<file path="config.mk">
export PLATFORM = sky130hd
export DESIGN_NAME = gpio_irq_ctrl
export DESIGN_NICKNAME = d
export VERILOG_FILES = /design/src/rtl/gpio_irq_pkg.sv /design/src/rtl/gpio_irq_regs.sv /design/src/rtl/gpio_irq_detect.sv /design/src/rtl/gpio_irq_pending.sv /design/src/rtl/gpio_irq_ctrl.sv
export SDC_FILE = /design/constraint.sdc
export NUM_CORES = 1
export LEC_CHECK = 0
export BUFFER_PORTS_ARGS = -buffer_cell sky130_fd_sc_hd__buf_2
export CELL_PAD_IN_SITES_DETAIL_PLACEMENT = 1
export CELL_PAD_IN_SITES_GLOBAL_PLACEMENT = 1
export CORE_MARGIN = 5
export CORE_UTILIZATION = 48
export CTS_CLUSTER_SIZE = 40
export DETAILED_ROUTE_END_ITERATION = 6
export PLACE_DENSITY_LB_ADDON = 0.05
export SYNTH_ARGS = -nofsm -noshare
export SYNTH_HDL_FRONTEND = slang
export SYNTH_SLANG_ARGS = --single-unit
export TNS_END_PERCENT = 1
</file>
<file path="constraint.sdc">
create_clock -name clk_i -period 1.75 [get_ports clk_i]
set_input_delay 0.2625 -clock clk_i [delete_from_list [all_inputs] [get_ports clk_i]]
set_output_delay 0.2625 -clock clk_i [all_outputs]
set_load 0.05 [all_outputs]
</file>
<file path="src/rtl/gpio_irq_pkg.sv">
package gpio_irq_pkg;
  localparam int FIELD_W = 4;

  typedef enum logic [FIELD_W-1:0] {
    SNS_RISE = 4'd8,
    SNS_FALL = 4'd9,
    SNS_HIGH = 4'd10,
    SNS_LOW  = 4'd11,
    SNS_BOTH = 4'd12
  } sense_e;

  localparam logic [7:0] OFS_DET_EN = 8'h14;
  localparam logic [7:0] OFS_UNMASK = 8'h18;
  localparam logic [7:0] OFS_MASK   = 8'h1C;
  localparam logic [7:0] OFS_RAW    = 8'h20;
  localparam logic [7:0] OFS_STAT   = 8'h24;
  localparam logic [7:0] OFS_CLR    = 8'h28;
  localparam logic [7:0] OFS_SENSE0 = 8'h40;

  function automatic logic sense_hit(logic [FIELD_W-1:0] code, logic prev, logic cur);
    logic hit;
    case (code)
      SNS_RISE: hit = cur & ~prev;
      SNS_FALL: hit = prev & ~cur;
      SNS_BOTH: hit = prev ^ cur;
      SNS_HIGH: hit = cur;
      SNS_LOW:  hit = ~cur;
      default:  hit = 1'b0;
    endcase
    return hit;
  endfunction
endpackage

</file>
<file path="src/rtl/gpio_irq_regs.sv">
module gpio_irq_regs
  import gpio_irq_pkg::*;
#(
  parameter int NUM_PINS = 32,
  parameter int DATA_W   = 32,
  parameter int ADDR_W   = 8,
  localparam int PINS_PER_REG = DATA_W / FIELD_W,
  localparam int NUM_SENSE    = (NUM_PINS + PINS_PER_REG - 1) / PINS_PER_REG
) (
  input  logic                        clk_i,
  input  logic                        rst_ni,
  input  logic                        wr_i,
  input  logic [ADDR_W-1:0]           addr_i,
  input  logic [DATA_W-1:0]           wdata_i,
  output logic [NUM_PINS-1:0]         det_en_o,
  output logic [NUM_PINS-1:0]         unmask_o,
  output logic [NUM_PINS-1:0]         clr_o,
  output logic [NUM_PINS*FIELD_W-1:0] sense_o,
  output logic [NUM_SENSE*DATA_W-1:0] sense_words_o
);
  logic [NUM_PINS-1:0] en_q, unmask_q;
  logic [NUM_PINS-1:0] wbits;

  assign wbits = wdata_i[NUM_PINS-1:0];

  always_ff @(posedge clk_i or negedge rst_ni) begin
    if (!rst_ni) begin
      en_q     <= '0;
      unmask_q <= '0;
    end else if (wr_i) begin
      if (addr_i == ADDR_W'(OFS_DET_EN)) en_q <= wbits;
      if (addr_i == ADDR_W'(OFS_UNMASK)) unmask_q <= unmask_q | wbits;
      if (addr_i == ADDR_W'(OFS_MASK))   unmask_q <= unmask_q & ~wbits;
    end
  end

  for (genvar r = 0; r < NUM_SENSE; r++) begin : g_sense
    logic [DATA_W-1:0] word_q;
    always_ff @(posedge clk_i or negedge rst_ni) begin
      if (!rst_ni) word_q <= '0;
      else if (wr_i && addr_i == ADDR_W'(int'(OFS_SENSE0) + 4 * r)) word_q <= wdata_i;
    end
    assign sense_words_o[r*DATA_W +: DATA_W] = word_q;
  end

  assign sense_o  = sense_words_o[NUM_PINS*FIELD_W-1:0];
  assign det_en_o = en_q;
  assign unmask_o = unmask_q;
  assign clr_o    = (wr_i && addr_i == ADDR_W'(OFS_CLR)) ? wbits : '0;
endmodule

</file>
<file path="src/rtl/gpio_irq_detect.sv">
module gpio_irq_detect
  import gpio_irq_pkg::*;
#(
  parameter int NUM_PINS = 32
) (
  input  logic                        clk_i,
  input  logic                        rst_ni,
  input  logic [NUM_PINS-1:0]         pin_i,
  input  logic [NUM_PINS-1:0]         det_en_i,
  input  logic [NUM_PINS*FIELD_W-1:0] sense_i,
  output logic [NUM_PINS-1:0]         evt_o
);
  logic [NUM_PINS-1:0] prev_q;

  always_ff @(posedge clk_i or negedge rst_ni) begin
    if (!rst_ni) prev_q <= '0;
    else         prev_q <= pin_i;
  end

  for (genvar i = 0; i < NUM_PINS; i++) begin : g_pin
    assign evt_o[i] = det_en_i[i] &
                      sense_hit(sense_i[i*FIELD_W +: FIELD_W], prev_q[i], pin_i[i]);
  end
endmodule

</file>
<file path="src/rtl/gpio_irq_pending.sv">
module gpio_irq_pending #(
  parameter int NUM_PINS = 32
) (
  input  logic                clk_i,
  input  logic                rst_ni,
  input  logic [NUM_PINS-1:0] evt_i,
  input  logic [NUM_PINS-1:0] clr_i,
  input  logic [NUM_PINS-1:0] unmask_i,
  output logic [NUM_PINS-1:0] raw_o,
  output logic [NUM_PINS-1:0] stat_o
);
  logic [NUM_PINS-1:0] pend_q;

  // new event overrides a same-cycle clear
  always_ff @(posedge clk_i or negedge rst_ni) begin
    if (!rst_ni) pend_q <= '0;
    else         pend_q <= (pend_q & ~clr_i) | evt_i;
  end

  assign raw_o  = pend_q;
  assign stat_o = pend_q & unmask_i;
endmodule

</file>
<file path="src/rtl/gpio_irq_ctrl.sv">
module gpio_irq_ctrl
  import gpio_irq_pkg::*;
#(
  parameter int NUM_PINS = 32,
  parameter int DATA_W   = 32,
  parameter int ADDR_W   = 8,
  localparam int PINS_PER_REG = DATA_W / FIELD_W,
  localparam int NUM_SENSE    = (NUM_PINS + PINS_PER_REG - 1) / PINS_PER_REG
) (
  input  logic                clk_i,
  input  logic                rst_ni,
  input  logic                req_i,
  input  logic                we_i,
  input  logic [ADDR_W-1:0]   addr_i,
  input  logic [DATA_W-1:0]   wdata_i,
  output logic [DATA_W-1:0]   rdata_o,
  input  logic [NUM_PINS-1:0] pin_i,
  output logic                irq_o
);
  logic [NUM_PINS-1:0]         det_en, unmask, clr, evt, raw, stat;
  logic [NUM_PINS*FIELD_W-1:0] sense;
  logic [NUM_SENSE*DATA_W-1:0] sense_words;
  logic [DATA_W-1:0]           rd_val, rdata_q;

  gpio_irq_regs #(.NUM_PINS(NUM_PINS), .DATA_W(DATA_W), .ADDR_W(ADDR_W)) u_regs (
    .clk_i, .rst_ni,
    .wr_i          (req_i & we_i),
    .addr_i, .wdata_i,
    .det_en_o      (det_en),
    .unmask_o      (unmask),
    .clr_o         (clr),
    .sense_o       (sense),
    .sense_words_o (sense_words)
  );

  gpio_irq_detect #(.NUM_PINS(NUM_PINS)) u_detect (
    .clk_i, .rst_ni, .pin_i,
    .det_en_i (det_en),
    .sense_i  (sense),
    .evt_o    (evt)
  );

  gpio_irq_pending #(.NUM_PINS(NUM_PINS)) u_pending (
    .clk_i, .rst_ni,
    .evt_i    (evt),
    .clr_i    (clr),
    .unmask_i (unmask),
    .raw_o    (raw),
    .stat_o   (stat)
  );

  always_comb begin
    rd_val = '0;
    if (addr_i == ADDR_W'(OFS_DET_EN)) rd_val = DATA_W'(det_en);
    if (addr_i == ADDR_W'(OFS_UNMASK)) rd_val = DATA_W'(unmask);
    if (addr_i == ADDR_W'(OFS_RAW))    rd_val = DATA_W'(raw);
    if (addr_i == ADDR_W'(OFS_STAT))   rd_val = DATA_W'(stat);
    for (int r = 0; r < NUM_SENSE; r++) begin
      if (addr_i == ADDR_W'(int'(OFS_SENSE0) + 4 * r)) rd_val = sense_words[r*DATA_W +: DATA_W];
    end
  end

  always_ff @(posedge clk_i or negedge rst_ni) begin
    if (!rst_ni)              rdata_q <= '0;
    else if (req_i && !we_i)  rdata_q <= rd_val;
  end

  assign rdata_o = rdata_q;
  assign irq_o   = |stat;
endmodule

</file>
==> results.py, run 1 <==
metrics = {
    "power": {
        "powerDensity_nw_per_um2": 858,
        "p_seq_share_pct": 43.8,
        "combPwrFrac_pct": 11.9,
        "p_clk_share_pct": 44.2,
        "power_switching_share_pct": 27.2,
        "switchingPower_mw": 4.45,
        "leakagePower_nw": 9.01,
        "power_mw": 16.4,
        "peakVddDrop_v": 0.000564,
        "intPower_mw": 11.9,
    },
    "worst_setup_path": {
        "critPathLaunchType": "flop",
        "cp_data_required_time_ns": 1.49,
        "crit_path_cell_trace": "a22o_1 > a221oi_2 > nand3_1 > or4_4 > buf_6",
        "rr_worst_depth": 7,
        "cp.depth": 5,
        "worst-setup-path-type": "flop to output port",
        "end_kind": "output port",
        "worst_ep_arrival_time_ns": 2.25,
        "rrSetupSlack_ns": 0.11,
        "path_delay_family": "simple AND/OR/NAND/NOR gates",
        "timing.rr.start": "u_detect.prev_q[22]",
        "crit_buf_inv": 1,
        "critPathMaxStageDelay_ns": 0.58,
        "cp_slowest_cell": "or4_4",
        "timing.rr.end": "u_pending.raw_o[22]",
        "path_max_fanout": 2,
    },
    "sta": {
        "min_period_ns": 2.51,
        "rsz0062_at_grt": "yes",
        "min_period_over_period_pct": 144,
        "relSlewSlack_pct": 65.9,
        "slew_violations": 0,
        "fin_skew_ns": 0.00945,
        "setup_tns_ns": -0.765,
        "tightest_slew_ns": 0.511,
        "hold_violations": 0,
        "setup-violations-final": 1,
        "setup_ws_ns": -0.765,
        "max_freq_ghz": 0.398,
    },
    "drt": {
        "vias": 13400,
        "drt_wl_total_mm": 54.2,
        "antenna_left": 0,
        "viasPerCell": 6.28,
        "avgRoutedWirePerCell_um": 25.3,
        "drc": 0,
        "initialDrtViolationCount": 1321,
        "drt-pass1-iter-count": 6,
    },
    "die": {
        "start_util_pct": 48.4,
        "rows": 65,
        "fp.dieW_um": 188,
        "core_area_um2": 31400,
        "ios": 109,
        "die_h_um": 188,
        "die-area_um2": 35300,
    },
    "worst_hold_path": {
        "hold_depth": 2,
        "hold_end": "u_regs.g_sense[0].word_q[11]",
        "min_from": "wdata_i[11]",
        "hold_class": "primary input to flop",
    },
    "job": {
        "drv_cap": 0,
    },
    "clocking": {
        "clock_sinks": 288,
        "cts_tree": "built",
        "post_cts_buffers": 0,
        "numCtsBuffers": 35,
        "cts-root-buf": "clkbuf_16",
        "clkLatencyLatePin_ns": 0.52,
        "path_clk_slew_ns": 0.06,
        "cts_max_path_buffers": 3,
        "htreeDepth": 2,
    },
    "yosys": {
        "ys_async_sr_fraction_pct": 100,
        "ys_seq_area_share_pct": 47.4,
        "synth_ff_type": "dfrtp_1",
        "synth_edf_count": 0,
        "synth-seq-cells": 288,
        "synthCells": 1457,
        "syn_nets": 1597,
        "ys_types": 39,
        "ys_warn_count": 0,
        "syn-cell-area_um2": 15200,
        "syn_area_per_cell_um2": 10.4,
    },
    "place": {
        "hpwl_mm": 36.2,
        "placed_cells": 2042,
        "io_buffers": 108,
        "routabilityCongestion": 0.824,
    },
    "final_layout": {
        "nets": 1850,
        "n_fill_cell": 3344,
        "stdcell_count": 2139,
        "syn_to_final_growth_pct": 25.6,
        "layout_commonest_cell": "dfrtp_1",
        "final_cell_mix": "288 x dfrtp_1, 176 x nand2_1, 157 x mux2_2",
        "drive_above_1_share_pct": 29.0,
    },
    "global_routing": {
        "grt_use_total_pct": 30.4,
        "grt-ovfl-total": 0,
        "grt_max_degree": 48,
        "grt_antenna_before_repair": 2,
        "grt_pass1_vias": 14300,
        "grt_pass1_wl_mm": 84.4,
    },
    "status": {
        "failed_checks": "setup timing",
        "status": "complete, but fails checks",
    },
}
## cells in the mapped netlist (14+ instances only)
library cell	instances	share of area, %
a211oi_1	60	3.0
or3_1	19	0.78
mux2_1	36	2.7
a31oi_1	32	1.3
nor2b_1	31	1.3
o21ai_0	121	4.0
inv_1	64	1.6
o2bb2ai_1	32	1.8
mux2_2	158	12
a221oi_1	33	1.9
a21oi_1	94	3.1
clkbuf_1	52	1.3
o31ai_1	15	0.74
nor3_1	32	1.1
a22oi_1	14	0.69
ha_1	64	5.3
dfrtp_1	288	47
nand2_1	177	4.4
buf_2	26	0.86
nor2_1	38	0.94
a222oi_1	32	2.1
## per-stage QoR
step | hold slack, ns | area [um2] | worst slack [ns] | util, %
after floorplan | -0.0331 | 15300 | -0.168 | -
after global placement | 0.212 | 17600 | -0.454 | 56.0
after detailed placement | 0.220 | 17600 | -0.464 | 56.0
after CTS | 0.0439 | 19100 | -0.745 | 60.7
after global routing | 0.0607 | 19100 | -0.817 | 60.8
final | 0.0556 | 19100 | -0.765 | 60.8
## power by group through the flow
stage                     clock [mW]  combinational, mW  sequential [mW]
final                           7.25               1.96             7.18
after global routing            7.68               2.13             7.21
after CTS                       7.36               1.96             7.17
after detailed placement           0               1.88             7.29
after global placement             0               1.82             7.28
after floorplan                    0              0.656             7.52
## timing repair
item | CTS | global route
endpoints found under the hold margin | 64 | 0
setup endpoints to repair | 1 | 5
hold buffers | 33 | 0
resized for setup | 4 | 4
## logic make-up (layout without fill, tap and decap cells)
family	Yosys count	in the layout	synth area share [%]
buf+inv	146	425	3.97
xor+xnor	2	2	0.115
flops	288	288	47.4
simple gates	320	320	9.77
other cells	0	1	0
compound gates	443	443	19.1
fa+ha+maj	64	64	5.27
mux	194	194	14.4
## cell type report
class / count / area (um2) / area share (%)
tap: 402 / 503 / 2.64
multi-input combinational: 1023 / 7480 / 39.2
inverter: 64 / 240 / 1.26
timing repair buffer: 298 / 2520 / 13.2
sequential: 288 / 7210 / 37.8
clock buffer: 48 / 995 / 5.21
clock inverter: 15 / 143 / 0.747
antenna: 1 / 2.50 / 0.0131
## per-layer routing
| layer | track usage (%) | up-vias | routed length [um] |
|---|---|---|---|
| met3 | 6.11 | 118 | 3850 |
| met2 | 49.3 | 514 | 25200 |
| met5 | 0 | - | 11 |
| met1 | 40.9 | 6898 | 23100 |
| li1 | - | 5911 | - |
| met4 | 10.6 | 2 | 1980 |
## worst max path at each step
stage               startpoint                      endpoint  slack, ns
floorplan            addr_i[7]  u_regs.g_sense[0].word_q[10]      -0.17
global placement     addr_i[7]                   rdata_o[24]      -0.45
detailed placement   addr_i[7]                   rdata_o[16]      -0.46
CTS                       flop                         irq_o      -0.74
global route              flop                         irq_o      -0.82
finish                    flop                         irq_o      -0.76
Power figures use the tool's default switching activity.
==> run 2: changes to the inputs <==
==> constraint.sdc (replaced) <==
create_clock -name clk_i -period 1.75 [get_ports clk_i]
set_input_delay 0.0875 -clock clk_i [delete_from_list [all_inputs] [get_ports clk_i]]
set_output_delay 0.0875 -clock clk_i [all_outputs]
set_load 0.05 [all_outputs]
==> results.py, run 2 (synthesis results as in run 1) <==
metrics = {
    "worst_setup_path": {
        "critPathLaunchType": "flop",
        "worst_ep_arrival_time_ns": 2.18,
        "worst-setup-path-type": "flop to output port",
        "path_max_fanout": 4,
        "timing.rr.end": "u_pending.raw_o[24]",
        "critPathCapture": "irq_o",
        "cp_data_required_time_ns": 1.66,
        "end_kind": "output port",
        "rr_worst_depth": 7,
        "rrSetupSlack_ns": 0.07,
        "timing.rr.start": "u_detect.prev_q[24]",
    },
    "clocking": {
        "cts_tree": "built",
        "numCtsBuffers": 34,
        "clock_sinks": 288,
        "htreeDepth": 2,
        "path_clk_slew_ns": 0.06,
        "cts_max_path_buffers": 3,
        "clkLatencyLatePin_ns": 0.51,
        "post_cts_buffers": 0,
        "cts-root-buf": "clkbuf_16",
    },
    "sta": {
        "relSlewSlack_pct": 62.1,
        "max_freq_ghz": 0.440,
        "min_period_over_period_pct": 130,
        "setup_tns_ns": -0.521,
        "tightest_slew_ns": 0.569,
        "hold_violations": 0,
        "min_period_ns": 2.27,
        "rsz0062_at_grt": "yes",
        "fin_skew_ns": 0.00918,
        "setup_ws_ns": -0.521,
        "setup-violations-final": 1,
        "slew_violations": 0,
        "fin_hold_ws_ns": 0.0466,
    },
    "die": {
        "die_h_um": 188,
        "core_area_um2": 31400,
        "fp.dieW_um": 188,
        "ios": 109,
        "start_util_pct": 48.4,
        "rows": 65,
        "die-area_um2": 35300,
    },
    "job": {
        "drv_cap": 0,
    },
    "status": {
        "failed_checks": "DRC, setup timing",
        "status": "complete, but fails checks",
    },
    "drt": {
        "antenna_left": 0,
        "drt-pass1-iter-count": 7,
        "initialDrtViolationCount": 1061,
        "avgRoutedWirePerCell_um": 25.3,
        "viasPerCell": 6.26,
        "drt_wl_total_mm": 53.7,
        "vias": 13300,
        "drc": 5,
    },
    "final_layout": {
        "drive_above_1_share_pct": 26.5,
        "layout_commonest_cell": "dfrtp_1",
        "nets": 1837,
        "syn_to_final_growth_pct": 25.1,
        "final_cell_mix": "288 x dfrtp_1, 177 x nand2_1, 158 x mux2_2",
        "n_antenna_cell": 0,
        "fin_util_pct": 60.6,
    },
    "place": {
        "routabilityCongestion": 0.852,
        "place_worst_setup_slack_ns": -0.314,
        "hpwl_mm": 34.9,
        "io_buffers": 108,
    },
    "global_routing": {
        "grt_antenna_before_repair": 1,
        "grt_use_total_pct": 30.2,
        "grt_pass1_vias": 14200,
        "grt-ovfl-total": 0,
        "grt_max_degree": 65,
        "grt_pass1_wl_mm": 84.0,
    },
    "worst_hold_path": {
        "hold_class": "primary input to async pin",
    },
    "power": {
        "peakVddDrop_v": 0.000748,
        "power_mw": 16.6,
        "leakagePower_nw": 8.90,
        "powerDensity_nw_per_um2": 874,
    },
}
run 2: area by class of cell:
class                   instances  area (um2)
repair buffers                286        2400
clock inverters                 8         119
multi-input cells            1023        7480
flip-flops and latches        288        7210
inverters                      64         240
clock buffers                  52        1060
fillers                      3384       12400
well taps                     402         503
run 2: what timing repair did:
item | 4_1_cts | 5_1_grt
pin swaps | 1 | 3
gates resized for setup | 4 | 6
endpoints found under the setup margin | 1 | 4
hold buffers | 65 | 0
hold endpoints to repair | 529 | 0
run 2: routing by layer:
metal	global-route usage [%]	vias to the layer above	wire (um)
met2	50.1	466	25700
met5	0	-	0
met1	39.5	6827	22600
met4	11.7	0	2130
li1	-	5880	-
met3	5.58	124	3300
run 2: where the power goes:
group	internal [mW]	switching [mW]
Sequential	6.92	0.275
Clock	4.62	2.86
Combinational	0.715	1.22
Total	12.3	4.36
run 2: worst min-delay path by stage:
stage	startpoint	to	slack [ns]	cells past startpoint
after floorplan	rst_ni	async pin	-0.21	0
after global routing	rst_ni	u_detect.prev_q[16]	0.06	2
after CTS	rst_ni	u_regs.g_sense[3].word_q[24]	0.04	2
after global placement	rst_ni	u_detect.prev_q[24]	-0.01	1
final	rst_ni	u_detect.prev_q[16]	0.05	2
after detailed placement	rst_ni	u_detect.prev_q[16]	-0.02	1
run 2: critical path: stages (launching register included):
cell and delay (ns):
dfrtp_1 0.43, a22oi_1 0.30, nand4_1 0.17, or4_4 0.59, buf_8 0.18
run 2: through the flow:
| stage | area [um2] | instances |
|---|---|---|
| 2_1_floorplan | 15200 | 1457 |
| 3_3_place_gp | 17100 | 1998 |
| 3_5_place_dp | 17100 | 1998 |
| 4_1_cts | 19000 | 2123 |
| 5_1_grt | 19000 | 2123 |
| 6_report | 19000 | 2123 |
==> run 3: changes to the inputs <==
--- a/config.mk
+++ b/config.mk
@@ -8,11 +8,12 @@
 export BUFFER_PORTS_ARGS = -buffer_cell sky130_fd_sc_hd__buf_2
 export CELL_PAD_IN_SITES_DETAIL_PLACEMENT = 1
 export CELL_PAD_IN_SITES_GLOBAL_PLACEMENT = 1
-export CORE_MARGIN = 5
 export CORE_UTILIZATION = 48
 export CTS_CLUSTER_SIZE = 40
 export DETAILED_ROUTE_END_ITERATION = 6
+export HOLD_SLACK_MARGIN = 0.03
 export PLACE_DENSITY_LB_ADDON = 0.05
+export SLEW_MARGIN = 30
 export SYNTH_ARGS = -nofsm -noshare
 export SYNTH_HDL_FRONTEND = slang
 export SYNTH_SLANG_ARGS = --single-unit
==> results.py, run 3 (synthesis results as in run 1) <==
metrics = {
    "status": {
        "status": "complete, but fails checks",
        "failed_checks": "DRC, setup timing",
    },
    "die": {
        "core_area_um2": 30800,
        "die-area_um2": 32400,
        "ios": 109,
        "fp.dieW_um": 180,
        "start_util_pct": 49.3,
        "rows": 64,
        "die_h_um": 180,
    },
    "sta": {
        "rsz0062_at_grt": "yes",
        "setup-violations-final": 1,
        "setup_ws_ns": -0.506,
        "relSlewSlack_pct": 58.8,
        "min_period_ns": 2.26,
        "tightest_slew_ns": 0.618,
        "slew_violations": 0,
        "max_freq_ghz": 0.443,
        "min_period_over_period_pct": 129,
        "hold_violations": 0,
        "fin_skew_ns": 0.0108,
    },
    "global_routing": {
        "grt_antenna_before_repair": 1,
        "grt_max_degree": 65,
        "grt_use_total_pct": 33.5,
        "grt_pass1_vias": 14100,
        "grt_pass1_wl_mm": 83.2,
        "grt-ovfl-total": 0,
    },
    "drt": {
        "met1_length_mm": 22.4,
        "avgRoutedWirePerCell_um": 25.3,
        "initialDrtViolationCount": 1194,
        "viasPerCell": 6.34,
        "vias": 13400,
        "drt_wl_total_mm": 53.5,
        "drt-pass1-iter-count": 7,
        "highest_layer": "met4",
        "wl_met3_mm": 3.47,
        "drc": 13,
        "dr_wl_met2_mm": 25.9,
        "antenna_left": 0,
    },
    "place": {
        "hpwl_mm": 34.9,
        "placed_cells": 1987,
        "placed_area_um2": 17000,
        "routabilityCongestion": 0.840,
        "place_worst_setup_slack_ns": -0.280,
        "io_buffers": 108,
    },
    "clocking": {
        "path_clk_slew_ns": 0.05,
        "clkLatencyLatePin_ns": 0.52,
        "cts_tree": "built",
        "numCtsBuffers": 35,
        "htreeDepth": 2,
        "clock_sinks": 288,
        "post_cts_buffers": 0,
        "cts-root-buf": "clkbuf_16",
        "cts_max_path_buffers": 3,
    },
    "job": {
        "drv_cap": 0,
    },
    "power": {
        "leakagePower_nw": 8.82,
        "switchingPower_mw": 4.40,
        "powerDensity_nw_per_um2": 866,
        "intPower_mw": 11.9,
        "peakVddDrop_v": 0.000822,
        "p_clk_share_pct": 44.2,
        "power_switching_share_pct": 26.9,
        "combPwrFrac_pct": 11.7,
        "p_seq_share_pct": 44.1,
    },
    "worst_setup_path": {
        "end_kind": "output port",
        "cp_data_required_time_ns": 1.66,
        "critPathMaxStageDelay_ns": 0.58,
        "worst_ep_arrival_time_ns": 2.17,
        "critPathLaunchType": "flop",
        "crit_path_cell_trace": "a22oi_2 > buf_4 > nand4_1 > or4_4 > buf_6",
        "worst-setup-path-type": "flop to output port",
        "path_delay_family": "simple AND/OR/NAND/NOR gates",
        "cp_slowest_cell": "or4_4",
        "rr_worst_depth": 7,
        "crit_buf_inv": 2,
        "cp.depth": 5,
        "path_max_fanout": 2,
    },
    "final_layout": {
        "stdcell_count": 2114,
        "final_cell_area_um2": 18900,
        "drive_above_1_share_pct": 26.2,
        "layout_commonest_cell": "dfrtp_1",
        "final_cell_mix": "287 x dfrtp_1, 177 x nand2_1, 158 x mux2_2",
        "n_antenna_cell": 0,
        "nets": 1833,
        "syn_to_final_growth_pct": 24.1,
    },
    "worst_hold_path": {
        "hold_class": "primary input to async pin",
    },
}
-- run 3: cell type report --
type / instances / area, um2
clock inverters: 6 / 70.1
repair buffers: 281 / 2290
flip-flops and latches: 288 / 7210
inverters: 64 / 240
fillers: 3289 / 12000
well taps: 396 / 495
multi-input cells: 1023 / 7480
clock buffers: 56 / 1070
-- run 3: worst paths after layout --
path / slack (ns) / from / endpoint
min in group clk_i: 0.19 / req_i / u_regs.g_sense[3].word_q[4]
hold reg to reg: 0.54 / u_regs.g_sense[1].word_q[7] / u_pending.raw_o[9]
setup reg to reg: 0.11 / u_detect.prev_q[27] / u_pending.raw_o[27]
hold / removal: 0.09 / rst_ni / u_detect.prev_q[16]
setup / recovery: -0.51 / flop / irq_o
max in group asynchronous: 0.94 / rst_ni / u_detect.prev_q[4]
-- run 3: power groups by stage --
stage / clock network (mW) / logic [mW] / registers (mW)
6_report: 7.22 / 1.91 / 7.20
2_1_floorplan: 0 / 0.651 / 7.52
3_5_place_dp: 0 / 1.77 / 7.31
5_1_grt: 7.56 / 2.08 / 7.23
4_1_cts: 7.31 / 1.91 / 7.19
3_3_place_gp: 0 / 1.72 / 7.29
-- run 3: timing repair --
action	in CTS	in global routing
resized for setup	5	5
endpoints found under the hold margin	543	0
pin swaps	1	0
hold buffers	65	0
endpoints found under the setup margin	1	5
-- run 3: routing by layer --
layer  vias to the layer above  GRT usage (%)
met5                         -              0
met4                         0           11.8
met3                       122           5.67
met2                       520           56.4
met1                      6886           43.5
li1                       5872              -
-- run 3: metrics by stage --
stage | hold slack, ns | setup TNS [ns] | util, % | total power, mW
global placement | 0.0327 | -28.25 | 55.2 | 9.01
floorplan | -0.208 | -1.20 | - | 8.17
finish | 0.0874 | -0.506 | 61.2 | 16.3
detailed placement | 0.0321 | -33.47 | 55.2 | 9.08
global route | 0.123 | -0.539 | 61.2 | 16.9
CTS | 0.0971 | -0.490 | 61.1 | 16.4
